## config.mk

```make
export PLATFORM = sky130hd
export DESIGN_NAME = hex_result_reporter
export DESIGN_NICKNAME = d
export VERILOG_FILES = /design/src/rtl/hex_rpt_pkg.sv /design/src/rtl/hex_frame_seq.sv /design/src/rtl/hex_uart_tx.sv /design/src/rtl/hex_result_reporter.sv
export SDC_FILE = /design/constraint.sdc
export NUM_CORES = 2
export LEC_CHECK = 0
export CORE_AREA = 3 3 285 287
export CTS_CLUSTER_SIZE = 14
export DETAILED_ROUTE_END_ITERATION = 6
export DIE_AREA = 0 0 288 290
export PLACE_DENSITY = 0.79
export SYNTH_ARGS = -nofsm -noshare
export SYNTH_HDL_FRONTEND = slang
export SYNTH_HIERARCHICAL = 1
export SYNTH_SLANG_ARGS = --single-unit
```

## constraint.sdc

```tcl
create_clock -name clk_i -period 2.8 [get_ports clk_i]
set_input_delay 0.56 -clock clk_i [delete_from_list [all_inputs] [get_ports clk_i]]
set_output_delay 0.56 -clock clk_i [all_outputs]
set_load 0.01 [all_outputs]
```

## src/rtl/hex_rpt_pkg.sv

```systemverilog
package hex_rpt_pkg;
  typedef enum logic [2:0] {SQ_IDLE, SQ_HEX, SQ_SEP, SQ_CR, SQ_LF} sq_state_e;

  localparam logic [7:0] CHR_SEP = 8'h2C;
  localparam logic [7:0] CHR_CR  = 8'h0D;
  localparam logic [7:0] CHR_LF  = 8'h0A;

  function automatic logic [7:0] nib_to_ascii(input logic [3:0] n);
    return (n < 4'd10) ? (8'h30 + {4'h0, n}) : (8'h37 + {4'h0, n});
  endfunction
endpackage

```

## src/rtl/hex_frame_seq.sv

```systemverilog
module hex_frame_seq
  import hex_rpt_pkg::*;
#(
  parameter int NUM_CH = 30,
  parameter int RES_W  = 24
) (
  input  logic                    clk_i,
  input  logic                    rst_ni,
  input  logic                    start_i,
  input  logic [NUM_CH*RES_W-1:0] results_i,
  output logic [7:0]              byte_o,
  output logic                    byte_vld_o,
  input  logic                    byte_rdy_i,
  output logic                    active_o
);
  localparam int NIB  = RES_W / 4;
  localparam int CH_W = (NUM_CH > 1) ? $clog2(NUM_CH) : 1;
  localparam int NB_W = (NIB > 1) ? $clog2(NIB) : 1;

  sq_state_e                 state_q;
  logic [NUM_CH*RES_W-1:0]   shadow_q;
  logic [CH_W-1:0]           ch_q;
  logic [NB_W-1:0]           nib_q;
  logic [RES_W-1:0]          words [NUM_CH];
  logic [RES_W-1:0]          cur_word;
  logic [3:0]                nibs [NIB];
  logic [3:0]                cur_nib;
  logic                      fire;
  logic                      last_nib, last_ch;

  for (genvar g = 0; g < NUM_CH; g++) begin : g_word
    assign words[g] = shadow_q[g*RES_W +: RES_W];
  end

  for (genvar k = 0; k < NIB; k++) begin : g_nib
    assign nibs[k] = cur_word[(NIB-1-k)*4 +: 4];
  end

  assign cur_word = words[ch_q];
  assign cur_nib  = nibs[nib_q];
  assign fire     = byte_vld_o & byte_rdy_i;
  assign last_nib = (nib_q == NB_W'(NIB-1));
  assign last_ch  = (ch_q == CH_W'(NUM_CH-1));

  always_comb begin
    unique case (state_q)
      SQ_HEX:  byte_o = nib_to_ascii(cur_nib);
      SQ_SEP:  byte_o = CHR_SEP;
      SQ_CR:   byte_o = CHR_CR;
      SQ_LF:   byte_o = CHR_LF;
      default: byte_o = 8'h00;
    endcase
  end

  assign byte_vld_o = (state_q != SQ_IDLE);
  assign active_o   = (state_q != SQ_IDLE);

  always_ff @(posedge clk_i or negedge rst_ni) begin
    if (!rst_ni) shadow_q <= '0;
    else if (start_i && state_q == SQ_IDLE) shadow_q <= results_i;
  end

  always_ff @(posedge clk_i or negedge rst_ni) begin
    if (!rst_ni) begin
      state_q <= SQ_IDLE;
      ch_q    <= '0;
      nib_q   <= '0;
    end else begin
      unique case (state_q)
        SQ_IDLE: if (start_i) begin
          state_q <= SQ_HEX;
          ch_q    <= '0;
          nib_q   <= '0;
        end
        SQ_HEX: if (fire) begin
          if (last_nib) begin
            nib_q   <= '0;
            state_q <= last_ch ? SQ_CR : SQ_SEP;
          end else begin
            nib_q <= nib_q + 1'b1;
          end
        end
        SQ_SEP: if (fire) begin
          ch_q    <= ch_q + 1'b1;
          state_q <= SQ_HEX;
        end
        SQ_CR: if (fire) state_q <= SQ_LF;
        SQ_LF: if (fire) state_q <= SQ_IDLE;
        default: state_q <= SQ_IDLE;
      endcase
    end
  end
endmodule

```

## src/rtl/hex_uart_tx.sv

```systemverilog
module hex_uart_tx #(
  parameter int DIV_W = 16
) (
  input  logic             clk_i,
  input  logic             rst_ni,
  input  logic [DIV_W-1:0] div_i,
  input  logic [7:0]       data_i,
  input  logic             vld_i,
  output logic             rdy_o,
  output logic             tx_o,
  output logic             active_o
);
  localparam int FRAME_BITS = 10;
  localparam int BC_W       = $clog2(FRAME_BITS);

  logic [FRAME_BITS-1:0] sh_q;
  logic [BC_W-1:0]       bits_q;
  logic [DIV_W-1:0]      cnt_q;
  logic                  act_q;

  assign rdy_o    = ~act_q;
  assign active_o = act_q;
  assign tx_o     = act_q ? sh_q[0] : 1'b1;

  always_ff @(posedge clk_i or negedge rst_ni) begin
    if (!rst_ni) begin
      sh_q   <= '1;
      bits_q <= '0;
      cnt_q  <= '0;
      act_q  <= 1'b0;
    end else if (!act_q) begin
      if (vld_i) begin
        sh_q   <= {1'b1, data_i, 1'b0};
        bits_q <= BC_W'(FRAME_BITS-1);
        cnt_q  <= div_i;
        act_q  <= 1'b1;
      end
    end else if (cnt_q == '0) begin
      if (bits_q == '0) begin
        act_q <= 1'b0;
      end else begin
        sh_q   <= {1'b1, sh_q[FRAME_BITS-1:1]};
        bits_q <= bits_q - 1'b1;
        cnt_q  <= div_i;
      end
    end else begin
      cnt_q <= cnt_q - 1'b1;
    end
  end
endmodule

```

## src/rtl/hex_result_reporter.sv

```systemverilog
module hex_result_reporter #(
  parameter int NUM_CH = 30,
  parameter int RES_W  = 24,
  parameter int DIV_W  = 16
) (
  input  logic                    clk_i,
  input  logic                    rst_ni,
  input  logic [NUM_CH*RES_W-1:0] results_i,
  input  logic                    res_valid_i,
  input  logic [DIV_W-1:0]        baud_div_i,
  output logic                    tx_o,
  output logic                    busy_o,
  output logic                    overrun_o
);
  logic       seq_act, tx_act, start;
  logic [7:0] byte_val;
  logic       byte_vld, byte_rdy;
  logic       ovr_q;

  assign busy_o    = seq_act | tx_act;
  assign start     = res_valid_i & ~busy_o;
  assign overrun_o = ovr_q;

  always_ff @(posedge clk_i or negedge rst_ni) begin
    if (!rst_ni)          ovr_q <= 1'b0;
    else if (res_valid_i) ovr_q <= busy_o;
  end

  hex_frame_seq #(.NUM_CH(NUM_CH), .RES_W(RES_W)) seq_i (
    .clk_i      (clk_i),
    .rst_ni     (rst_ni),
    .start_i    (start),
    .results_i  (results_i),
    .byte_o     (byte_val),
    .byte_vld_o (byte_vld),
    .byte_rdy_i (byte_rdy),
    .active_o   (seq_act)
  );

  hex_uart_tx #(.DIV_W(DIV_W)) tx_i (
    .clk_i    (clk_i),
    .rst_ni   (rst_ni),
    .div_i    (baud_div_i),
    .data_i   (byte_val),
    .vld_i    (byte_vld),
    .rdy_o    (byte_rdy),
    .tx_o     (tx_o),
    .active_o (tx_act)
  );
endmodule

```

# After elaboration in Yosys (flattened, before gate mapping)
# Index checks and enable logic that the tools add are counted.
# W data, S select, Z words.
[word_totals]
wordCells = 93
register_bits = 763
out_inout_bits = 3
inputBits = 739
[classes]
n_eq_ne = 15
n_addsub = 6
order_cmp = 3
n_bitwise = 7
n_reduce_logical = 13
mux = 40
[op_table]
columns = ["operator", "count"]
rows = [
  ["$bmux W24 S5", 1],
  ["$mux W16", 4],
  ["$mux W24", 2],
  ["$mux W10", 4],
  ["$pmux W8 S4", 1],
  ["$mux W3", 9],
  ["$mux W4", 6],
  ["$logic_not A16 Y1", 1],
  ["$sub A16 B1 Y16 const B", 1],
  ["$pmux W3 S5", 1],
  ["$add A6 B4 Y7 const A", 2],
  ["$bmux W4 S3", 1],
  ["$ne A2 B1 Y1 const B", 6],
  ["$mux W5", 2],
  ["$pmux W5 S2", 1],
  ["$reduce_and A3 Y1", 3],
  ["$mux W8", 1],
  ["$eq A3 B2 Y1 const B", 2],
  ["$eq A3 B3 Y1 const B", 2],
  ["$ge A6 B6 Y1 const B", 1],
  ["$mux W1", 6],
  ["$not A5 Y6", 1],
  ["$pmux W3 S2", 1],
  ["$reduce_and A6 Y1", 1],
  ["other kinds (19)", 24],
]

# Longest topological paths before layout
[logic_depth]
depth_word = 12
ltp_mapped = 18
mapped_depth_nobuf = 13

# By module
# Netlist, hierarchy kept.
[modules_own_cells]
columns = ["mod", "area_each_um2", "seq_area_each_um2", "instances", "cells_per_inst"]
rows = [
  ["hex_frame_seq", 33656.0, 18292.5, 1, 2178],
  ["hex_uart_tx", 1798.0, 762.0, 1, 192],
  ["hex_result_reporter", 51.3, 25.0, 1, 5],
]

# Worst setup path after synthesis
# No wires, ideal clock.
[synth_timing]
path_type = "register -> register"
startpoint = "register seq_i.ch_q[0]"
endpoint = "register tx_i.sh_q[2]"
period_less_slack_ns = 2.979
t_arrival_ns = 2.900
setup_ns = 0.079
path_buffers = 5
stages_incl_launch_ff = 18
required_ns = 2.721
setup_slack_ns = -0.179
path_cell_list = "dfrtp_1 -> buf_6 -> buf_12 -> buf_12 -> buf_12 -> buf_12 -> mux2_1 -> a221oi_1 -> o31ai_1 -> o211ai_1 -> o211ai_2 -> inv_2 -> ha_1 -> inv_1 -> o21ai_0 -> o21ai_0 -> mux2i_1 -> o21ai_0"
[synth_between]
elab_chain_cells = 12
elab_cells_between_ends = 14
cone_classes = "2 x add/sub; 1 x order compare; 10 x mux; 1 x bitwise"
[synth_lines]
columns = ["element", "line", "text"]
rows = [
  ["from (decl)", "hex_frame_seq.sv:22", "logic [CH_W-1:0] ch_q;"],
  ["from (signal assigned)", "hex_frame_seq.sv:84", "ch_q <= ch_q + 1'b1;"],
  ["$not A5 Y6 (not written as such) *", "hex_frame_seq.sv:39", "assign cur_word = words[ch_q];"],
  ["$bmux W24 S5 *", "hex_frame_seq.sv:39", ""],
  ["$mux W24 (not written as such) * (2 in a row)", "hex_frame_seq.sv:39", ""],
  ["$bmux W4 S3 *", "hex_frame_seq.sv:40", "assign cur_nib = nibs[nib_q];"],
  ["$mux W4 (not written as such) * (2 in a row)", "hex_frame_seq.sv:40", ""],
  ["$add A6 B4 Y7 or $lt A4 B4 Y1 (tied branches)", "hex_rpt_pkg.sv:9", "return (n < 4'd10) ? (8'h30 + {4'h0, n}) : (8'h37 + {4'h0, n});"],
  ["$mux W8 *", "hex_rpt_pkg.sv:9", ""],
  ["$pmux W8 S4 *", "hex_frame_seq.sv:46", "unique case (state_q)"],
  ["via byte_val[1]", "hex_result_reporter.sv:16", "logic [7:0] byte_val;"],
  ["$mux W10 *", "hex_uart_tx.sv:32", "if (vld_i) begin"],
  ["$mux W10 *", "hex_uart_tx.sv:31", "end else if (!act_q) begin"],
  ["to (signal assigned)", "hex_uart_tx.sv:33", "sh_q <= {1'b1, data_i, 1'b0};"],
  ["to (signal assigned)", "hex_uart_tx.sv:42", "sh_q <= {1'b1, sh_q[FRAME_BITS-1:1]};"],
  ["to (decl)", "hex_uart_tx.sv:16", "logic [FRAME_BITS-1:0] sh_q;"],
]
# Mark *: on every way through the listed nets, which the timed path passes. The rest lies on a longest branch. The select of a mux whose other input is x is not followed.
# A chain may end at the register's enable or synchronous reset.

# Worst setup path in the final report
[layout_timing]
startpoint = "register seq_i.ch_q[0]"
endpoint = "register tx_i.sh_q[1]"
# The elaborated chain is that of the path after synthesis.

==> insert_results.sql <==
INSERT INTO impl_metrics (metric_group, metric, value, unit) VALUES
('critical_path', 'end_kind', 'flop', ''),
('timing', 'final_cycle_share', '121', '%'),
('critical_path', 'crit_start', 'seq_i/ch_q[0]', ''),
('synthesis', 'avgSynthCellArea', '14.9', 'um2'),
('outcome', 'outcome', 'finished, violations left', ''),
('detailed_routing', 'met3_length', '9080', 'um'),
('clock_tree', 'clk_transition_reported_paths', '60', 'ps'),
('clock_tree', 'tritoncts_clock_tree', 'done', ''),
('timing', 'worst_hold_slack', '451', 'ps'),
('place', 'post-place-cells', '4283', ''),
('floorplanning', 'fp-row-count', '103', ''),
('pwr', 'reg_power_share', '42.0', '%'),
('detailed_routing', 'drt_drc_violations_left', '0', ''),
('pwr', 'worst_ir_drop_vdd', '0.479', 'mV'),
('pwr', 'power.static_leakage', '21.9', 'nW'),
('synthesis', 'synth_enable_flop_cells', '0', ''),
('grt', 'grt_remaining_overflow', '0', ''),
('timing', 'setup_violations', '8', ''),
('finish', 'nFillCells', '5768', ''),
('floorplanning', 'die_h', '290', 'um'),
('critical_path', 'worstReg2RegStart', 'seq_i/ch_q[0]', ''),
('timing', 'fin_skew', '20.7', 'ps'),
('grt', 'antenna_violations_before_repair', '47', ''),
('finish', 'post_route_cells_drive_above_1_share', '41.1', '%'),
('floorplanning', 'design.core.area', '78900', 'um2'),
('synthesis', 'ys.flop_type', 'dfrtp_1', ''),
('grt', 'first_pass_grt_wire_length', '185000', 'um'),
('timing', 'grt_setup_unrepaired', 'true', ''),
('synthesis', 'yosys.cell_types.count', '90', ''),
('pwr', 'clock_power_share', '38.3', '%'),
('grt', 'globalRouteTotalUtil', '30.3', '%'),
('run', 'drv.max_cap_violation_count', '0', ''),
('timing', 'timing.final.crit_period', '3400', 'ps'),
('pwr', 'power.combinational.fraction', '19.7', '%'),
('critical_path', 'reg2regPathDepth', '14', ''),
('synthesis', 'yosys_warnings', '6', ''),
('synthesis', 'syn_inst', '2375', ''),
('pwr', 'internal_power', '22.6', 'mW'),
('timing', 'finalMaxSlewViolations', '0', ''),
('place', 'port_buffers', '741', ''),
('synthesis', 'postSynth.asyncResetShare', '100', '%'),
('detailed_routing', 'met2WireLength', '64200', 'um'),
('critical_path', 'worst_ep_required_time', '3330', 'ps'),
('critical_path', 'critPathKind', 'flop to flop', ''),
('critical_path', 'worstSetupStartpointType', 'flop', ''),
('synthesis', 'synth_area', '35500', 'um2'),
('min_path', 'worstHoldPathType', 'flop to flop', ''),
('timing', 'setup_ws', '-602', 'ps'),
('finish', 'commonest_non_fill_non_tap_cell_in_the_layout', 'dfrtp_1', ''),
('detailed_routing', 'detail-route-antenna-nets', '0', ''),
('timing', 'fmaxAchievable', '0.294', 'GHz'),
('clock_tree', 'cts.htree.levels', '3', ''),
('place', 'detailed_place_hpwl', '100000', 'um'),
('synthesis', 'synth_nets', '3121', ''),
('clock_tree', 'numClockSinks', '762', ''),
('synthesis', 'synth-seq-area-share', '53.7', '%'),
('finish', 'finalNetCount', '4092', ''),
('detailed_routing', 'route.final.wire_length', '129000', 'um'),
('critical_path', 'critical_path_peak_fanout', '7', ''),
('grt', 'grt_max_degree', '86', ''),
('outcome', 'violated_checks', 'setup timing', ''),
('floorplanning', 'start_util', '45.0', '%'),
('pwr', 'switching_power', '8.19', 'mW'),
('finish', 'most_used_cells_in_the_layout_excluding_fill_and_tap_cells', '749 x dfrtp_1, 739 x clkdlybuf4s50_1, 736 x mux2_2, 245 x buf_4, 119 x mux4_2', ''),
('finish', 'finalNonFillerCells', '4504', ''),
('clock_tree', 'cts_made_buffers', '84', ''),
('floorplanning', 'io-pin-count', '742', ''),
('detailed_routing', 'route.detailed.wl_per_inst', '28.7', 'um'),
('clock_tree', 'cts.root.buffer_cell', 'clkbuf_16', ''),
('detailed_routing', 'dr_total_vias', '25500', ''),
('floorplanning', 'die_area', '83500', 'um2');
sequential cells by signal, indices dropped and copies added, names as in the netlist:
name and flops:
seq_i/shadow_q 720, tx_i/cnt_q 16, tx_i/sh_q 9, seq_i/ch_q 5
tx_i/bits_q 4, seq_i/nib_q 3, seq_i/state_q 3, overrun_o 1
tx_i/active_o 1
per-stage QoR:
| stage | cell area, um2 | power (mW) | utilization [%] |
|---|---|---|---|
| global route | 49700 | 31.9 | 63.0 |
| detailed placement | 46000 | 18.8 | 58.3 |
| global placement | 46000 | 18.7 | 58.3 |
| floorplan | 35500 | 15.6 | - |
| CTS | 49300 | 30.8 | 62.5 |
| finish | 49700 | 30.8 | 63.0 |
critical path: stages (launching register included):
cell and delay [ps]:
dfrtp_4 540, buf_12 160, buf_16 150, mux4_2 360, mux2i_2 140, mux4_2 530
a2111o_1 450, o211ai_2 110, inv_2 90, buf_6 120, buf_6 100, a2111oi_4 170
nor3_1 90, mux2i_1 150, o21ai_1 80
cell usage after synthesis (10+ instances only):
master      n  area [um2]
clkbuf_1  100         375
mux2_2    736        8290
dfrtp_1   753       18800
a221oi_1   23         201
nand2_1    45         169
buf_12     14         280
o21ai_1    11        55.1
buf_6      10         113
a211oi_1   15         113
o22ai_1    10        62.6
mux4_1     10         263
o221ai_1   16         140
mux2i_1   108        1080
nor3_1     12        60.1
a22oi_1    16         120
nor2_1     36         135
buf_2      24         120
inv_1      16        60.1
a21oi_1    56         280
mux4_2    114        2570
nand3_1    17        85.1
o21ai_0    43         215
kinds of logic after synthesis:
| logic type | after synthesis | share of synthesized area, % |
|---|---|---|
| flops | 762 | 53.7 |
| xor+xnor | 3 | 0.0740 |
| other cells | 1 | 0.0106 |
| mux | 974 | 34.6 |
| fa+ha+maj | 7 | 0.247 |
| compound gates | 254 | 5.15 |
| buf+inv | 191 | 3.38 |
| simple gates | 183 | 2.82 |
path summary, 6_finish.rpt:
check	end	slack, ps
max reg2reg	tx_i/sh_q[1]	-600
max	tx_i/sh_q[1]	-600
min reg2reg	tx_i/sh_q[0]	450
min in group asynchronous	seq_i/shadow_q[136]	500
max in group asynchronous	tx_i/sh_q[1]	1340
min	tx_i/sh_q[0]	450
timing repair:
| action | in CTS | in global routing |
|---|---|---|
| pin swaps | 4 | 7 |
| resized for setup | 46 | 29 |
| setup endpoints to repair | 8 | 8 |
| hold endpoints to repair | 37 | 0 |
| setup buffers | 9 | 14 |
| cloned | 2 | 4 |
| hold buffers | 1 | 0 |
power groups by stage:
stage | logic [mW] | clock network, mW | registers (mW)
finish | 6.06 | 11.8 | 12.9
global route | 6.38 | 12.5 | 13.0
CTS | 5.95 | 12.0 | 12.9
detailed placement | 5.74 | 0 | 13.1
global placement | 5.65 | 0 | 13.0
floorplan | 2.84 | 0 | 12.7
area by class of cell:
type	instances	share of cell area, %
antenna	46	0.232
clock buffer	120	4.93
clock inverter	28	1.08
inverter	21	0.159
multi-input combinational	1422	31.2
sequential	762	38.4
tap	1050	2.64
timing repair buffer	1055	21.4
per-layer routing:
| layer | track usage [%] | vias to the layer above |
|---|---|---|
| li1 | - | 10900 |
| met1 | 37.1 | 13200 |
| met2 | 50.2 | 1102 |
| met3 | 6.35 | 302 |
| met4 | 16.2 | 10 |
| met5 | 0 | - |
Note: power is estimated with default switching activity, not from simulation.
